<file path="src/rtl/rxq_pkg.sv">
package rxq_pkg;
    localparam int RXQ_DATA_W = 8;
    localparam int RXQ_DEPTH  = 4;

    typedef enum logic [1:0] {
        INS_NONE    = 2'd0,
        INS_APPEND  = 2'd1,
        INS_REPLACE = 2'd2
    } ins_e;

    // Decide where an incoming byte goes: a full queue with no pop in the
    // same cycle can only take a byte by overwriting its newest slot.
    function automatic ins_e pick_ins(input logic have, input logic full,
                                      input logic popping);
        if (!have)
            return INS_NONE;
        if (full && !popping)
            return INS_REPLACE;
        return INS_APPEND;
    endfunction
endpackage

</file>
<file path="src/rtl/rxq_ctrl.sv">
module rxq_ctrl
    import rxq_pkg::*;
#(
    parameter int DEPTH = RXQ_DEPTH,
    localparam int PTR_W = (DEPTH > 1) ? $clog2(DEPTH) : 1,
    localparam int CNT_W = $clog2(DEPTH + 1)
) (
    input  logic             clk,
    input  logic             rst,
    input  logic             rx_en,
    input  logic             push_valid,
    input  logic             brk_evt,
    input  logic             pop,
    input  logic             flush,
    output logic             can_accept,
    output logic             empty,
    output logic             full,
    output logic             wr_en,
    output logic [PTR_W-1:0] wr_addr,
    output logic [PTR_W-1:0] rd_addr
);
    logic [CNT_W-1:0] count;
    logic [PTR_W-1:0] rd_ptr, wr_ptr, wr_nxt, wr_prv, rd_nxt;
    logic             data_ok, do_pop;
    ins_e             ins;

    assign empty = (count == '0);
    assign full  = (count == CNT_W'(DEPTH));

    assign can_accept = rx_en && !full && !brk_evt;
    assign data_ok    = push_valid && can_accept;
    assign do_pop     = pop && !empty && !flush;
    assign ins        = pick_ins((brk_evt || data_ok) && !flush, full, do_pop);

    assign wr_nxt = (wr_ptr == PTR_W'(DEPTH - 1)) ? '0 : wr_ptr + 1'b1;
    assign wr_prv = (wr_ptr == '0) ? PTR_W'(DEPTH - 1) : wr_ptr - 1'b1;
    assign rd_nxt = (rd_ptr == PTR_W'(DEPTH - 1)) ? '0 : rd_ptr + 1'b1;

    assign wr_en   = (ins != INS_NONE);
    assign wr_addr = (ins == INS_REPLACE) ? wr_prv : wr_ptr;
    assign rd_addr = rd_ptr;

    always_ff @(posedge clk) begin
        if (rst || flush) begin
            count  <= '0;
            rd_ptr <= '0;
            wr_ptr <= '0;
        end else begin
            if (do_pop)
                rd_ptr <= rd_nxt;
            if (ins == INS_APPEND)
                wr_ptr <= wr_nxt;
            count <= count + CNT_W'(ins == INS_APPEND) - CNT_W'(do_pop);
        end
    end

    AST_CNT_BOUND: assert property (@(posedge clk) disable iff (rst)
        count <= CNT_W'(DEPTH));
    AST_FULL_BLOCKS: assert property (@(posedge clk) disable iff (rst)
        full |-> !can_accept);
    AST_FLUSH_EMPTIES: assert property (@(posedge clk) disable iff (rst)
        flush |=> empty);
    AST_IDLE_POP: assert property (@(posedge clk) disable iff (rst)
        (pop && empty && !wr_en && !flush) |=> (empty && $stable(rd_ptr)));
    AST_SWAP_KEEPS: assert property (@(posedge clk) disable iff (rst)
        (do_pop && ins == INS_APPEND) |=> $stable(count));
    AST_REPLACE_FULL: assert property (@(posedge clk) disable iff (rst)
        (ins == INS_REPLACE) |=> full);
endmodule

</file>
<file path="src/rtl/rxq_store.sv">
module rxq_store #(
    parameter int DATA_W = 8,
    parameter int DEPTH  = 4,
    localparam int PTR_W = (DEPTH > 1) ? $clog2(DEPTH) : 1
) (
    input  logic              clk,
    input  logic              rst,
    input  logic              wr_en,
    input  logic [PTR_W-1:0]  wr_addr,
    input  logic [DATA_W-1:0] wr_data,
    input  logic [PTR_W-1:0]  rd_addr,
    output logic [DATA_W-1:0] rd_data
);
    logic [DATA_W-1:0] slot [DEPTH];

    for (genvar i = 0; i < DEPTH; i++) begin : g_slot
        always_ff @(posedge clk) begin
            if (rst)
                slot[i] <= '0;
            else if (wr_en && wr_addr == PTR_W'(i))
                slot[i] <= wr_data;
        end
    end

    assign rd_data = slot[rd_addr];
endmodule

</file>
<file path="src/rtl/rxq_brk.sv">
module rxq_brk (
    input  logic clk,
    input  logic rst,
    input  logic set,
    input  logic clr,
    output logic flag
);
    always_ff @(posedge clk) begin
        if (rst)
            flag <= 1'b0;
        else if (set)
            flag <= 1'b1;
        else if (clr)
            flag <= 1'b0;
    end

    AST_BRK_SETS: assert property (@(posedge clk) disable iff (rst)
        set |=> flag);
    AST_BRK_HOLDS: assert property (@(posedge clk) disable iff (rst)
        (flag && !clr) |=> flag);
    AST_BRK_CLEARS: assert property (@(posedge clk) disable iff (rst)
        (clr && !set) |=> !flag);
endmodule

</file>
<file path="src/rtl/rxq_fifo.sv">
module rxq_fifo
    import rxq_pkg::*;
#(
    parameter int DATA_W = RXQ_DATA_W,
    parameter int DEPTH  = RXQ_DEPTH,
    localparam int PTR_W = (DEPTH > 1) ? $clog2(DEPTH) : 1
) (
    input  logic              clk,
    input  logic              rst,
    input  logic              rx_en,
    input  logic              push_valid,
    input  logic [DATA_W-1:0] push_data,
    output logic              can_accept,
    input  logic              brk_evt,
    input  logic              pop,
    output logic [DATA_W-1:0] pop_data,
    input  logic              flush,
    input  logic              brk_clr,
    output logic              rx_ready,
    output logic              rx_full,
    output logic              brk_flag
);
    logic              empty, full, wr_en;
    logic [PTR_W-1:0]  wr_addr, rd_addr;
    logic [DATA_W-1:0] wr_data, rd_data;

    rxq_ctrl #(.DEPTH(DEPTH)) u_ctrl (
        .clk(clk), .rst(rst), .rx_en(rx_en), .push_valid(push_valid),
        .brk_evt(brk_evt), .pop(pop), .flush(flush),
        .can_accept(can_accept), .empty(empty), .full(full),
        .wr_en(wr_en), .wr_addr(wr_addr), .rd_addr(rd_addr)
    );

    // A break always inserts a zero byte in place of line data.
    assign wr_data = brk_evt ? '0 : push_data;

    rxq_store #(.DATA_W(DATA_W), .DEPTH(DEPTH)) u_store (
        .clk(clk), .rst(rst), .wr_en(wr_en), .wr_addr(wr_addr),
        .wr_data(wr_data), .rd_addr(rd_addr), .rd_data(rd_data)
    );

    rxq_brk u_brk (
        .clk(clk), .rst(rst), .set(brk_evt), .clr(brk_clr), .flag(brk_flag)
    );

    assign pop_data = empty ? '0 : rd_data;
    assign rx_ready = !empty;
    assign rx_full  = full;

    AST_READY_FULL: assert property (@(posedge clk) disable iff (rst)
        rx_full |-> rx_ready);
endmodule

</file>
<file path="config.mk">
export PLATFORM = sky130hd
export DESIGN_NAME = rxq_fifo
export DESIGN_NICKNAME = d
export VERILOG_FILES = /design/src/rtl/rxq_pkg.sv /design/src/rtl/rxq_ctrl.sv /design/src/rtl/rxq_store.sv /design/src/rtl/rxq_brk.sv /design/src/rtl/rxq_fifo.sv
export SDC_FILE = /design/constraint.sdc
export NUM_CORES = 1
export LEC_CHECK = 0
export BUFFER_PORTS_ARGS = -buffer_cell sky130_fd_sc_hd__buf_2
export CORE_AREA = 2 2 88 90
export DETAILED_ROUTE_END_ITERATION = 12
export DIE_AREA = 0 0 90 92
export HOLD_SLACK_MARGIN = 0.15
export PLACE_DENSITY = 0.58
export SLEW_MARGIN = 20
export SYNTH_ARGS = -nofsm -noshare
export SYNTH_HDL_FRONTEND = slang
export SYNTH_SLANG_ARGS = --single-unit
export TNS_END_PERCENT = 1
</file>
<file path="constraint.sdc">
create_clock -name clk -period 8.1 [get_ports clk]
set_clock_uncertainty 0.1 [all_clocks]
set_input_delay 0.405 -clock clk [delete_from_list [all_inputs] [get_ports clk]]
set_output_delay 0.405 -clock clk [all_outputs]
set_load 0.05 [all_outputs]
</file>
After elaboration in Yosys (flattened, before gate mapping)
Memories as Yosys holds them, arrays and structs flattened. A register that Yosys moved wholly into a read port is not among the register bits.
Index checks and enable logic that the tools add are counted.

word-level totals
  memories = 1
  memory bits (writable) = 32
  register bits after elaboration = 8
  word-level logic and storage cells = 79
  input bits = 16

operators by class
  bitwise logic cells = 4
  equal/unequal tests = 8
  reductions and logical operators = 23
  mux-type cells = 34
  $add $sub $neg = 5

memory list
  name          words  bits a word  rd ports  clocked after memory_dff  write ports  line             RTL
  u_store.slot  4      8            1         1                         4            rxq_store.sv:14  logic [DATA_W-1:0] slot [DEPTH];

operator list
  cell                                                  number
  two-way mux 8 bit                                     6
  two-way mux 2 bit                                     10
  two-way mux 1 bit                                     18
  logical AND 1 bit                                     11
  equality test 2 bit (second input constant)           5
  zero test 1 bit                                       5
  adder 2 x 1 -> 2 bit (second input constant)          2
  equality test 2 x 1 -> 1 bit (second input constant)  2
  zero test 2 bit                                       2
  OR 1 bit                                              4
  nonzero test 2 bit                                    2
  adder 3 x 1 -> 3 bit                                  1
  equality test 3 bit (second input constant)           1
  zero test 3 bit                                       1
  subtractor 3 x 1 -> 3 bit                             1
  logical OR 1 bit                                      2
  subtractor 2 x 1 -> 2 bit (second input constant)     1

Longest topological paths before layout
  word-level depth = 19
  gate-level depth with buffers = 10

By module
From an unflattened synthesis, not the netlist that was laid out.

unflattened totals
  cells, all modules = 173
  area, all modules = 2057.0 µm²

by module, submodules not included
  module     area an instance (µm²)  instances  cells each  seq. area each (µm²)
  rxq_store  1417.6                  1          96          960.9
  rxq_ctrl   496.7                   1          56          140.1
  rxq_fifo   103.8                   1          17          0.0
  rxq_brk    38.8                    1          4           20.0

Worst setup path after synthesis
Ideal clock, no wire load.

  path kind = reg-to-reg
  start = register u_ctrl.count[1]
  end = register u_ctrl.count[2]
  cell stages (with the launch flop) = 11
  arrival = 2488 ps
  data required time = 7874 ps
  setup slack = 5386 ps
  buffers on the path = 1
  path through = dfxtp_1 > or3_1 > clkbuf_1 > nor2b_1 > ha_1 > inv_1 > ha_1 > fa_1 > xnor2_1 > xnor2_1 > nor3_1

on the way
  longest elaborated chain between the ends = 13
  elaborated cells between the ends (all ways) = 21

ends and longest elaborated chain
  item                                line            RTL
  start: declaration                  rxq_ctrl.sv:22  logic [CNT_W-1:0] count;
  start signal: assignment            rxq_ctrl.sv:53  count <= count + CNT_W'(ins == INS_APPEND) - CNT_W'(do_pop);
  zero test 3 bit (*)                 rxq_ctrl.sv:27  assign empty = (count == '0);
  zero test 1 bit (*)                 -
  via rx_ready                        rxq_fifo.sv:19  output logic rx_ready,
  logical AND 1 bit (*) (2 in a row)  rxq_ctrl.sv:32  assign do_pop = pop && !empty && !flush;
  via u_ctrl.do_pop                   rxq_ctrl.sv:24  logic data_ok, do_pop;
  zero test 1 bit                     rxq_pkg.sv:17   if (full && !popping)
  logical AND 1 bit                   rxq_pkg.sv:17
  two-way mux 1 bit (2 in a row)      rxq_pkg.sv:17
  two-way mux 2 bit                   rxq_pkg.sv:19   return INS_APPEND;
  two-way mux 2 bit                   rxq_pkg.sv:17
  equality test 2 x 1 -> 1 bit        rxq_ctrl.sv:53
  adder 3 x 1 -> 3 bit                rxq_ctrl.sv:53
  subtractor 3 x 1 -> 3 bit (*)       rxq_ctrl.sv:53

The timed path passes the listed nets; every way through them passes the cells marked *. The select of a mux whose other input is x is not followed.
A chain may end at the register's enable or synchronous reset.

Final worst setup path
  start = register u_ctrl.count[2]
  end = register u_ctrl.count[2]

on the way
  longest elaborated chain between the ends = 13
  elaborated cells between the ends (all ways) = 21

ends and longest elaborated chain
  item                            line
  zero test 3 bit                 rxq_ctrl.sv:27
  zero test 1 bit                 rxq_ctrl.sv:32
  logical AND 1 bit (2 in a row)  rxq_ctrl.sv:32
  zero test 1 bit                 rxq_pkg.sv:17
  logical AND 1 bit               rxq_pkg.sv:17
  two-way mux 1 bit (2 in a row)  rxq_pkg.sv:17
  two-way mux 2 bit               rxq_pkg.sv:19
  two-way mux 2 bit               rxq_pkg.sv:17
  equality test 2 x 1 -> 1 bit    rxq_ctrl.sv:53
  adder 3 x 1 -> 3 bit            rxq_ctrl.sv:53
  subtractor 3 x 1 -> 3 bit (*)   rxq_ctrl.sv:53

Every way passes the cells marked *; elsewhere a longest branch is shown, timed or not. The select of a mux whose other input is x is not followed.

==> results.sh <==
export IMPL_fp_row_count=32
export IMPL_die_height_microns=92
export IMPL_p_seq_share_pct=56.4
export IMPL_die_width_microns=90
export IMPL_worst_pin_slew_ns=0.693
export IMPL_synthCells=179
export IMPL_setup_ws_ns=5.21
export IMPL_multi_input_area_sq_mm=0.00101
export IMPL_hpwl_mm=3.26
export IMPL_cts_htree_levels=2
export IMPL_syn2layout_area_growth_pct=13.8
export IMPL_critPathMaxFanout=6
export IMPL_synth_top_area_share_pct=42.4
export IMPL_drv_cap=0
export IMPL_pre_cts_slack_ns=5.15
export IMPL_grt_pass1_wl_mm=7.38
export IMPL_ir_drop_mv=0.0633
export IMPL_ys_async_sr_fraction_pct=0
export IMPL_yosys_area_top_type="edfxtp_1"
export IMPL_synth_net_count=201
export IMPL_rsz0062_at_grt="no"
export IMPL_final_seq_area_sq_mm=0.00116
export IMPL_crit_type="flip-flop to flip-flop"
export IMPL_ctsResizeCount=0
export IMPL_cts_buffer_depth=2
export IMPL_clock_sinks=42
export IMPL_slew_headroom_pct=53.5
export IMPL_synth_area_leaders="edfxtp_1 (42%), dfxtp_1 (8.8%), mux4_2 (7.9%)"
export IMPL_viasPerCell=4.60
export IMPL_vias=1421
export IMPL_endpoint_kind="flip-flop"
export IMPL_crit_path_start_kind="flip-flop"
export IMPL_synth_seq_cells=42
export IMPL_switching_share_pct=26.0
export IMPL_synth_warnings=0
export IMPL_synth_edff_count=32
export IMPL_core_sq_mm=0.00745
export IMPL_p_total_mw=0.433
export IMPL_hold_buffers=0
export IMPL_period_share_pct=35.7
export IMPL_critPathLaunch="u_ctrl.count[2]"
export IMPL_synthDistinctLibCells=43
export IMPL_combPwrFrac_pct=13.5
export IMPL_layout_commonest_cell="edfxtp_1"
export IMPL_drive_above_1_share_pct=32.9
export IMPL_initial_utilization_pct=30.5
export IMPL_hp_class="primary input to flip-flop"
export IMPL_post_cts_repair_setup_buffers=0
export IMPL_clkTransAtPathRegs_ns=0.08
export IMPL_ant_nets=0
export IMPL_synth_flop_cell="edfxtp_1"
export IMPL_netlist_area_sq_mm=0.00227
export IMPL_cts_buffers=5
export IMPL_wl_mm=4.46
export IMPL_min_delay_start="rst"
export IMPL_power_leakage_nw=0.913
export IMPL_grt_overflow=0
export IMPL_grt_usage_pct=11.7
export IMPL_reg2reg_from="u_ctrl.count[2]"
export IMPL_cts_root_buf="clkbuf_8"
export IMPL_period_needed_ns=2.89
export IMPL_die_area_sq_mm=0.00828
export IMPL_worstPathArrival_ns=2.97
export IMPL_layout_common_cells="edfxtp_1 (32), buf_2 (27), nor2_1 (22)"
export IMPL_n_antenna_cell=0
export IMPL_yosysSeqAreaShare_pct=51.2
export IMPL_io_buffers=27
export IMPL_powerDensity_mw_per_mm2=168
export IMPL_wl_per_cell_microns=14.4
export IMPL_finalHoldViolCount=0
export IMPL_drc=0
export IMPL_syn_avg_cell_area_sq_um=12.7
export IMPL_nets=228
export IMPL_fin_setup_tns_ns=0
export IMPL_place_congestion=0.778
export IMPL_clk_latency_ns=0.29
export IMPL_firstDrtPassIters=4
export IMPL_power_frac_clock_pct=30.2
export IMPL_io_pins=28
export IMPL_cts_tree="yes"
export IMPL_internal_power_mw=0.320
export IMPL_fin_area_sq_mm=0.00258
export IMPL_status="finished clean"
export IMPL_place_area_sq_mm=0.00249
export IMPL_switchingPower_mw=0.113
export IMPL_nFillCells=781
export IMPL_drtIter0Drc=49
export IMPL_fmax_ghz=0.346
export IMPL_grt_pass1_vias=1427
export IMPL_final_core_util_pct=34.7
export IMPL_antenna_found_initial=0
export IMPL_maxSlewViolCount=0
export IMPL_finalSetupViolations=0
export IMPL_grt_max_degree=17
export IMPL_worstPathRequired_ns=8.18
==> final timing paths <==
| check | end | cells past startpoint | slack (ns) |
|---|---|---|---|
| worst max-delay path | u_ctrl.count[2] | 8 | 5.21 |
| worst max register to register | u_ctrl.count[2] | 8 | 5.21 |
| worst min register to register | u_brk.flag | 2 | 0.41 |
| worst min-delay path | u_brk.flag | 2 | 0.29 |
==> logic make-up (layout without fill, tap and decap cells) <==
| group | count (synthesis) | in the layout | share of synthesized area (%) |
|---|---|---|---|
| fa+ha+maj | 6 | 6 | 3.64 |
| flops | 42 | 42 | 51.2 |
| buf+inv | 18 | 46 | 4.30 |
| simple gates | 82 | 82 | 23.2 |
| xor+xnor | 2 | 2 | 0.772 |
| mux | 9 | 9 | 8.38 |
| compound gates | 20 | 20 | 8.55 |
==> synth_stat cells, types with 4 or more instances <==
master	n
dfxtp_1	10
nand2_1	4
ha_1	5
and2_1	10
edfxtp_1	32
nor2_1	22
mux4_2	8
inv_1	9
nor3_1	9
nand2b_1	9
nor3_2	11
clkbuf_1	4
==> sequential cells by signal, summed over array words and instances (netlist names), named ones only <==
register / count
u_store.slot: 32
u_ctrl.count: 3
u_ctrl.rd_addr: 2
u_ctrl.wr_ptr: 2
u_brk.flag: 1
==> through the flow <==
stage                     std cells  hold slack, ns
after floorplan                 179           0.376
after global placement          301           0.386
after detailed placement        301           0.389
after CTS                       309           0.284
after global routing            309           0.306
final                           309           0.294
==> critical path, cell delays in order (launching register included) <==
cell and delay [ns]:
dfxtp_1 0.38, or3b_1 0.60, a31oi_1 0.52, nor3_1 0.17, ha_1 0.26, fa_1 0.38, xnor2_1 0.18, xnor2_1 0.14
nor3_1 0.06
==> cell type report <==
class                   instances  share of cell area, %
clock buffers                   6                   2.81
clock inverters                 2                  0.533
multi-input cells             119                   39.3
repair buffers                 28                   5.52
inverters                      10                   1.94
well taps                     102                   4.94
flip-flops and latches         42                   45.0
==> metal layers <==
layer	wire length [microns]	global-route usage (%)	vias to the layer above	part of all wire, %
li1	-	-	714	-
met1	2040	14.9	681	46
met2	2230	19.8	20	50
met3	117	2.22	6	2.6
met4	73	4.23	0	1.6
met5	0	0	-	0
==> power by group through the flow <==
| stage | sequential, mW | combinational [mW] | clock, mW |
|---|---|---|---|
| 3_3_place_gp | 0.249 | 0.0590 | 0 |
| 3_5_place_dp | 0.249 | 0.0593 | 0 |
| 5_1_grt | 0.245 | 0.0642 | 0.142 |
| 4_1_cts | 0.244 | 0.0594 | 0.135 |
| 2_1_floorplan | 0.248 | 0.0437 | 0 |
| 6_report | 0.244 | 0.0583 | 0.131 |
(Power assumes the default switching activity.)
